**src/rtl/lowmul_pkg.sv**
```systemverilog
package lowmul_pkg;

  function automatic logic fa_sum(input logic x, input logic y, input logic ci);
    return x ^ y ^ ci;
  endfunction

  function automatic logic fa_carry(input logic x, input logic y, input logic ci);
    return (x & y) | (ci & (x ^ y));
  endfunction

endpackage

```
**src/rtl/lowmul_row.sv**
```systemverilog
// One accumulation row: adds (mcand & mbit) << SHIFT into acc_in,
// keeping bits below W only. Cells below SHIFT are plain wires.
module lowmul_row
  import lowmul_pkg::*;
#(
  parameter int W     = 32,
  parameter int SHIFT = 1
) (
  input  logic [W-1:0]       acc_in,
  input  logic [W-SHIFT-1:0] mcand,
  input  logic               mbit,
  output logic [W-1:0]       acc_out
);

  for (genvar k = 0; k < SHIFT; k++) begin : g_pass
    assign acc_out[k] = acc_in[k];
  end

  if (SHIFT == W-1) begin : g_last
    // single half-adder sum, its carry would leave the kept bits
    assign acc_out[W-1] = acc_in[W-1] ^ (mcand[0] & mbit);
  end else begin : g_body
    logic [W-2-SHIFT:0] cy;
    for (genvar k = SHIFT; k < W; k++) begin : g_bit
      logic pp;
      assign pp = mcand[k-SHIFT] & mbit;
      if (k == SHIFT) begin : g_half
        assign acc_out[k] = acc_in[k] ^ pp;
        assign cy[0]      = acc_in[k] & pp;
      end else if (k < W-1) begin : g_full
        assign acc_out[k]     = fa_sum(acc_in[k], pp, cy[k-SHIFT-1]);
        assign cy[k-SHIFT]    = fa_carry(acc_in[k], pp, cy[k-SHIFT-1]);
      end else begin : g_top
        // carry out of the top bit is dropped
        assign acc_out[k] = fa_sum(acc_in[k], pp, cy[k-SHIFT-1]);
      end
    end
  end

endmodule

```
**src/rtl/lowmul_core.sv**
```systemverilog
// Combinational array: row 0 is the bare partial product, rows 1..W-1 add.
module lowmul_core #(
  parameter int W = 32
) (
  input  logic [W-1:0] a,
  input  logic [W-1:0] b,
  output logic [W-1:0] p
);

  logic [W-1:0] acc [W];

  assign acc[0] = a & {W{b[0]}};

  for (genvar j = 1; j < W; j++) begin : g_row
    lowmul_row #(.W(W), .SHIFT(j)) u_row (
      .acc_in (acc[j-1]),
      .mcand  (a[W-j-1:0]),
      .mbit   (b[j]),
      .acc_out(acc[j])
    );
  end

  assign p = acc[W-1];

endmodule

```
**src/rtl/lowmul_array.sv**
```systemverilog
module lowmul_array #(
  parameter int W = 32
) (
  input  logic         clk,
  input  logic         rst,
  input  logic [W-1:0] mul_a,
  input  logic [W-1:0] mul_b,
  output logic [W-1:0] prod
);

  logic [W-1:0] low_w;

  lowmul_core #(.W(W)) u_core (
    .a(mul_a),
    .b(mul_b),
    .p(low_w)
  );

  always_ff @(posedge clk) begin
    if (rst) prod <= '0;
    else     prod <= low_w;
  end

  // output reads zero right after reset is released
  a_r1_reset_clear: assert property (@(posedge clk) disable iff (rst)
    $fell(rst) |-> (prod == '0));

  // registered result is the truncated product of last cycle's operands
  a_r2_low_product: assert property (@(posedge clk) disable iff (rst)
    !$past(rst) |-> (prod == ($past(mul_a) * $past(mul_b))));

  // a zero operand forces a zero result
  a_r4_zero_operand: assert property (@(posedge clk) disable iff (rst)
    (!$past(rst) && ($past(mul_a) == '0 || $past(mul_b) == '0)) |-> (prod == '0));

  // multiplier of one passes the multiplicand through
  a_r5_unit_multiplier: assert property (@(posedge clk) disable iff (rst)
    (!$past(rst) && $past(mul_b) == W'(1)) |-> (prod == $past(mul_a)));

endmodule

```
**config.mk**
```make
export PLATFORM = sky130hd
export DESIGN_NAME = lowmul_array
export DESIGN_NICKNAME = d
export VERILOG_FILES = /design/src/rtl/lowmul_pkg.sv /design/src/rtl/lowmul_row.sv /design/src/rtl/lowmul_core.sv /design/src/rtl/lowmul_array.sv
export SDC_FILE = /design/constraint.sdc
export NUM_CORES = 1
export LEC_CHECK = 0
export BUFFER_PORTS_ARGS = -buffer_cell sky130_fd_sc_hd__buf_2
export CAP_MARGIN = 20
export CORE_MARGIN = 4
export CORE_UTILIZATION = 60
export DETAILED_ROUTE_END_ITERATION = 10
export PLACE_DENSITY = 0.79
export SETUP_SLACK_MARGIN = 0.3
export SLEW_MARGIN = 20
export SYNTH_ARGS = -nofsm -noshare
export SYNTH_HDL_FRONTEND = slang
export SYNTH_SLANG_ARGS = --single-unit
```
**constraint.sdc**
```tcl
create_clock -name clk -period 56.1 [get_ports clk]
set_input_delay 8.415 -clock clk [delete_from_list [all_inputs] [get_ports clk]]
set_output_delay 8.415 -clock clk [all_outputs]
set_load 0.03 [all_outputs]
```
After elaboration in Yosys (flattened, before gate mapping)
Cells that the tools add are included.
{"block": "op_classes", "n_bitwise": 2793}
{"operator": "1-bit bitwise AND", "n": 1396}
{"operator": "1-bit XOR", "n": 961}
{"operator": "1-bit bitwise OR", "n": 435}
{"operator": "32-bit bitwise AND", "n": 1}
{"block": "totals", "register_bits": 32, "input_bits": 66, "out_inout_bits": 32}

Logic depth before layout (Yosys ltp)
{"block": "depth", "ltp_word": 120, "depth_mapped": 84, "depth_no_buf": 83}

Modules after synthesis
From an unflattened synthesis, not the netlist that was laid out.
{"block": "hier_totals", "cells_unflattened": 1878, "hier_area_um2": 18569.1}
{"module": "lowmul_array", "n_inst": 1, "cells_each": 67, "area_each_um2": 863.3, "seq_area_each_um2": 640.6}
{"module": "lowmul_row (u_core.g_row[1].u_row)", "n_inst": 1, "cells_each": 77, "area_each_um2": 855.8, "seq_area_each_um2": 0.0}
{"module": "lowmul_row (u_core.g_row[3].u_row)", "n_inst": 1, "cells_each": 75, "area_each_um2": 853.3, "seq_area_each_um2": 0.0}
{"module": "lowmul_row (u_core.g_row[2].u_row)", "n_inst": 1, "cells_each": 76, "area_each_um2": 840.8, "seq_area_each_um2": 0.0}
{"module": "lowmul_row (u_core.g_row[4].u_row)", "n_inst": 1, "cells_each": 73, "area_each_um2": 819.5, "seq_area_each_um2": 0.0}
{"module": "lowmul_row (u_core.g_row[5].u_row)", "n_inst": 1, "cells_each": 72, "area_each_um2": 799.5, "seq_area_each_um2": 0.0}
{"module": "lowmul_row (u_core.g_row[6].u_row)", "n_inst": 1, "cells_each": 71, "area_each_um2": 779.5, "seq_area_each_um2": 0.0}
{"module": "lowmul_row (u_core.g_row[7].u_row)", "n_inst": 1, "cells_each": 70, "area_each_um2": 759.5, "seq_area_each_um2": 0.0}
{"module": "lowmul_row (u_core.g_row[8].u_row)", "n_inst": 1, "cells_each": 69, "area_each_um2": 739.5, "seq_area_each_um2": 0.0}
{"module": "lowmul_row (u_core.g_row[9].u_row)", "n_inst": 1, "cells_each": 68, "area_each_um2": 723.2, "seq_area_each_um2": 0.0}
{"module": "lowmul_row (u_core.g_row[10].u_row)", "n_inst": 1, "cells_each": 67, "area_each_um2": 680.7, "seq_area_each_um2": 0.0}
{"module": "lowmul_row (u_core.g_row[11].u_row)", "n_inst": 1, "cells_each": 66, "area_each_um2": 661.9, "seq_area_each_um2": 0.0}
{"module": "lowmul_row (u_core.g_row[12].u_row)", "n_inst": 1, "cells_each": 65, "area_each_um2": 648.1, "seq_area_each_um2": 0.0}
{"module": "lowmul_row (u_core.g_row[13].u_row)", "n_inst": 1, "cells_each": 63, "area_each_um2": 625.6, "seq_area_each_um2": 0.0}
{"module": "+19 rows"}

Worst setup path after synthesis
Ideal clock, no wire load.
{"block": "synth_path", "kind": "input-to-reg", "startpoint": "input port mul_a[2]", "endpoint": "register prod[31]", "t_arrival_ns": 36.118, "path_slack_ns": 19.917, "path_stages": 75, "path_buffers": 2, "path_cell_list": "clkbuf_1 -> clkbuf_1 -> nand2_1 -> fa_1 -> inv_1 -> fa_1 -> inv_1 -> fa_1 -> inv_1 -> fa_1 -> fa_1 -> fa_1 -> fa_1 -> fa_1 -> fa_1 -> fa_1 -> fa_1 -> fa_1 -> [... 39 more ...] -> fa_1 -> fa_1 -> fa_1 -> fa_1 -> fa_1 -> fa_1 -> fa_1 -> inv_1 -> fa_1 -> inv_1 -> ha_1 -> xnor2_1 -> xnor2_1 -> xnor2_2 -> xnor2_1 -> xnor2_1 -> xnor3_1 -> nor2_1"}
{"block": "synth_between", "elab_chain_cells": 120, "word_cells_on_any_way": 2240, "classes_between": "bitwise (2240)"}
{"item": "from (decl)", "line": "lowmul_array.sv:6", "text": "input logic [W-1:0] mul_a,"}
{"item": "32-bit bitwise AND", "line": "lowmul_core.sv:12", "text": "assign acc[0] = a & {W{b[0]}};"}
{"item": "1-bit XOR", "line": "lowmul_pkg.sv:4, lowmul_pkg.sv:8"}
{"item": "1-bit bitwise AND", "line": "lowmul_pkg.sv:8", "text": "return (x & y) | (ci & (x ^ y));"}
{"item": "1-bit bitwise OR", "line": "lowmul_pkg.sv:8"}
{"item": "1-bit bitwise AND / 1-bit XOR (equally long branches)", "line": "lowmul_pkg.sv:8, lowmul_pkg.sv:4"}
{"item": "1-bit bitwise OR / 1-bit XOR (equally long branches)", "line": "lowmul_pkg.sv:8, lowmul_pkg.sv:4"}
{"item": "1-bit bitwise AND / 1-bit XOR (equally long branches)", "line": "lowmul_pkg.sv:8, lowmul_pkg.sv:4"}
{"item": "1-bit bitwise OR / 1-bit XOR (equally long branches)", "line": "lowmul_pkg.sv:8, lowmul_pkg.sv:4"}
{"item": "[... 103 more ...]"}
{"item": "1-bit XOR, or another cell as far along", "line": "lowmul_pkg.sv:4", "text": "return x ^ y ^ ci;"}
{"item": "1-bit XOR / 1-bit bitwise AND (equally long branches)", "line": "lowmul_pkg.sv:4, lowmul_pkg.sv:8"}
{"item": "1-bit XOR, or another cell as far along", "line": "lowmul_pkg.sv:4"}
{"item": "1-bit XOR / 1-bit bitwise AND (equally long branches)", "line": "lowmul_pkg.sv:4, lowmul_pkg.sv:8"}
{"item": "1-bit XOR / 1-bit bitwise OR (equally long branches)", "line": "lowmul_pkg.sv:4, lowmul_pkg.sv:8"}
{"item": "1-bit XOR (2 in a row)", "line": "lowmul_pkg.sv:4"}
{"item": "1-bit XOR (*)", "line": "lowmul_pkg.sv:4"}
{"item": "1-bit XOR (*)", "line": "lowmul_row.sv:21", "text": "assign acc_out[W-1] = acc_in[W-1] ^ (mcand[0] & mbit);"}
{"item": "to (signal assigned)", "line": "lowmul_array.sv:21", "text": "else prod <= low_w;"}
{"item": "to (decl)", "line": "lowmul_array.sv:8", "text": "output logic [W-1:0] prod"}
Mark *: on every way between the ends. The rest lies on a longest branch, timed or not.
A chain may end at the register's enable or synchronous reset.

Worst setup path in the final report
{"block": "layout_path", "startpoint": "input port mul_b[0]", "endpoint": "register prod[31]"}
{"block": "layout_between", "elab_chain_cells": 120, "word_cells_on_any_way": 2267, "classes_between": "bitwise (2267)"}
{"item": "from (decl)", "line": "lowmul_array.sv:7", "text": "input logic [W-1:0] mul_b,"}
{"item": "32-bit bitwise AND (*)", "line": "lowmul_core.sv:12"}
{"item": "1-bit bitwise AND / 1-bit XOR (equally long branches)", "line": "lowmul_row.sv:29, lowmul_pkg.sv:4, lowmul_pkg.sv:8"}
{"item": "1-bit bitwise AND", "line": "lowmul_pkg.sv:8"}
{"item": "1-bit bitwise OR", "line": "lowmul_pkg.sv:8"}
{"item": "1-bit bitwise AND / 1-bit XOR (equally long branches)", "line": "lowmul_pkg.sv:8, lowmul_pkg.sv:4"}
{"item": "1-bit bitwise OR / 1-bit XOR (equally long branches)", "line": "lowmul_pkg.sv:8, lowmul_pkg.sv:4"}
{"item": "1-bit bitwise AND / 1-bit XOR (equally long branches)", "line": "lowmul_pkg.sv:8, lowmul_pkg.sv:4"}
{"item": "1-bit bitwise OR / 1-bit XOR (equally long branches)", "line": "lowmul_pkg.sv:8, lowmul_pkg.sv:4"}
{"item": "[... 103 more ...]"}
{"item": "1-bit XOR, or another cell as far along", "line": "lowmul_pkg.sv:4"}
{"item": "1-bit XOR / 1-bit bitwise AND (equally long branches)", "line": "lowmul_pkg.sv:4, lowmul_pkg.sv:8"}
{"item": "1-bit XOR, or another cell as far along", "line": "lowmul_pkg.sv:4"}
{"item": "1-bit XOR / 1-bit bitwise AND (equally long branches)", "line": "lowmul_pkg.sv:4, lowmul_pkg.sv:8"}
{"item": "1-bit XOR / 1-bit bitwise OR (equally long branches)", "line": "lowmul_pkg.sv:4, lowmul_pkg.sv:8"}
{"item": "1-bit XOR (2 in a row)", "line": "lowmul_pkg.sv:4"}
{"item": "1-bit XOR (*)", "line": "lowmul_pkg.sv:4"}
{"item": "1-bit XOR (*)", "line": "lowmul_row.sv:21"}
Marked as above.

==> summary by stage <==
Synthesis
The post-synthesis sequential element count is 32. The warning count from the yosys run is 0. A synthesized cell averages 11.1 um2. The share of the Yosys chip area taken by registers is 0.0455.

The netlist uses 13 different library cells. The post-synth design cell area is 0.0141 mm2. The number of nets produced by synthesis is 1796. The gate count of the mapped netlist is 1265.

Setup path
The critical path starts at mul_b[0]. The cell type with the highest occurrence count on the critical path is sky130_fd_sc_hd__fa_1. In this run the number of cells on the critical path is 76. For this design, the slowest cell found on the critical path is sky130_fd_sc_hd__fa_1. For the worst setup path, the data arrival time is 37250 ps. The termination of the worst setup path is prod[31]$_SDFF_PP0_. The top fanout value on the critical path is 32. For the worst setup path, the data required time is 56310 ps. In this design, the largest share of critical-path delay is due to adder cells.

Together, buffers and inverters on the worst path number 9. The nature of the critical path endpoint is a register. The worst setup path is of the input port to register kind.

The kind of start point of the critical path is an input port. In this design, the stage delay of the slowest critical-path cell is 550 ps.

GRT
Across every metal layer, demand over resource in global routing totals 0.230. The first global-routing pass estimated 48000 um of wire. The residual overflow from global routing is 0. The largest net degree at the start of global routing is 33. The number of antenna violations at the first check in global routing is 0. The via count of the first global-routing pass is 10100.

Place
During placement, the flow inserted port buffers numbering 97. The number of placed instances, taps included, is 1595. The placed instances occupy a cell area of 0.0147 mm2. The congestion estimate from routability-driven global placement came to 0.830. The half-perimeter wire length of the detailed placement result is 22800 um.

Worst hold path
The class of the tightest hold or removal check is input port to register.

Clocking
The clock drives 32 sinks. TritonCTS built the clock tree. After clock tree synthesis, the repair step resized 0 gates. The clock-pin slew of the registers on the worst-case setup and hold paths is 50 ps. The total number of H-tree levels is 2. Hold repair after CTS inserted 0 buffers. Counting the buffers created by CTS gives 5.

In this run the clock root is driven by a sky130_fd_sc_hd__clkbuf_16. The post-CTS setup buffer count is 0. The buffer depth of the longest clock path is 2.

Finish
The most flop-heavy register is prod. In the layout the commonest cells are 435 x sky130_fd_sc_hd__fa_1, 428 x sky130_fd_sc_hd__and2_1, 100 x sky130_fd_sc_hd__nand2_1, 97 x sky130_fd_sc_hd__buf_2, 67 x sky130_fd_sc_hd__inv_1. Leaving out fill and tap cells, the most frequent cell in the layout is sky130_fd_sc_hd__fa_1. The final cell count without fillers is 1602.

The flip-flop count of the largest register after layout is 32. The design area is 0.0148 mm2. The share of cells above drive strength 1 is 0.0830. In the final design database the tool counted 1820 nets. The repair_antennas step left the layout with diodes totalling 0. The largest registers in the layout are prod x32. Fill cells in the final layout number 1855. The area growth from synthesis to layout is 5.21%.

Detailed routing
After detailed routing, the number of vias per cell comes to 5.35. After detailed routing, the average wire length per cell comes to 16.9 um. The number of iterations in the first detailed-routing pass is 4. The routed layout has 8571 vias.

In this run the remaining antenna-violating nets after routing total 0. The number of remaining DRC errors is 0. The number of design-rule violations left by the first detailed-router iteration is 292. The total detailed-routing wirelength is 27000 um.

Die
Row generation in the floorplan step produced 55 rows. The count of boundary I/O pins is 98. The starting density of the core is 0.616.

The floorplan die area is 0.0260 mm2. The die is 161 um wide. The region available for standard cell placement spans 0.0228 mm2. The vertical extent of the die is 161 um.

Timing
Setup repair after global routing left no endpoint under its margin. Final hold analysis gives a worst-case slack of 8610 ps. The max-slew violation count came to 0. At the pin with the least slew margin, the transition time is 629 ps. For the finished layout, the period the worst path requires is 37040 ps. In the finished design, the share of the clock period the worst path needs comes to 0.660.

Setup violations remaining at the end of the flow were counted as 0. Summed over all failing endpoints, the final setup total negative slack is 0 ps. The final count of hold timing violations is 0.

Derived from the worst setup path, the maximum achievable clock frequency is 0.0270 GHz. The max-slew headroom at the worst pin is 0.581.

Status
The run finished with clean final reports.

Job
Max-cap violations in this run came to 0.
-- final cells by class --
type                    count  area [um2]  area share
clock buffers               7         153      0.0103
well taps                 313         392      0.0264
multi-input cells        1085       12900       0.870
inverters                  67         251      0.0170
flip-flops and latches     32         641      0.0432
repair buffers             98         493      0.0333
-- routing by layer --
layer	wire length (um)	global-route usage
met5	0	0
met4	717	0.0636
met2	15000	0.428
met1	10300	0.291
met3	1000	0.0214
-- per-stage QoR --
| stage | util | setup slack (ps) |
|---|---|---|
| global placement | 0.642 | 18920 |
| finish | 0.648 | 19060 |
| global route | 0.648 | 18020 |
| detailed placement | 0.642 | 18660 |
| CTS | 0.648 | 18880 |
| floorplan | - | 19920 |
-- worst min path at each step --
| stage | endpoint | cells past startpoint | startpoint |
|---|---|---|---|
| finish | prod[29]$_SDFF_PP0_ | 4 | mul_b[29] |
| global route | prod[0]$_SDFF_PP0_ | 3 | mul_b[0] |
| CTS | prod[29]$_SDFF_PP0_ | 4 | mul_b[29] |
| floorplan | prod[22]$_SDFF_PP0_ | 1 | rst |
| detailed placement | prod[9] | 1 | prod[9]$_SDFF_PP0_ |
| global placement | prod[9] | 1 | prod[9]$_SDFF_PP0_ |
-- kinds of logic after synthesis --
group	Yosys count	synth area share
AND/OR/NAND/NOR	560	0.231
adder cells (fa/ha/maj)	465	0.645
buffers and inverters	148	0.0394
XOR/XNOR	60	0.0394
flip-flops	32	0.0455
-- synthesized netlist by cell type --
cell type                    n  area share
sky130_fd_sc_hd__nor2_1      2     0.00053
sky130_fd_sc_hd__nand2_1   100       0.027
sky130_fd_sc_hd__inv_1      67       0.018
sky130_fd_sc_hd__clkbuf_1   81       0.022
sky130_fd_sc_hd__nor2b_1    30       0.013
sky130_fd_sc_hd__xnor3_1     1      0.0016
sky130_fd_sc_hd__and2_1    428        0.19
sky130_fd_sc_hd__xnor2_2     2      0.0023
sky130_fd_sc_hd__xnor2_1    46       0.029
sky130_fd_sc_hd__dfxtp_1    32       0.045
sky130_fd_sc_hd__xor2_1     11      0.0068
sky130_fd_sc_hd__fa_1      435        0.62
sky130_fd_sc_hd__ha_1       30       0.027
Power is left out: the tool's default activity adds up to more than one toggle a clock period on the data nets, which glitch-free logic cannot reach.
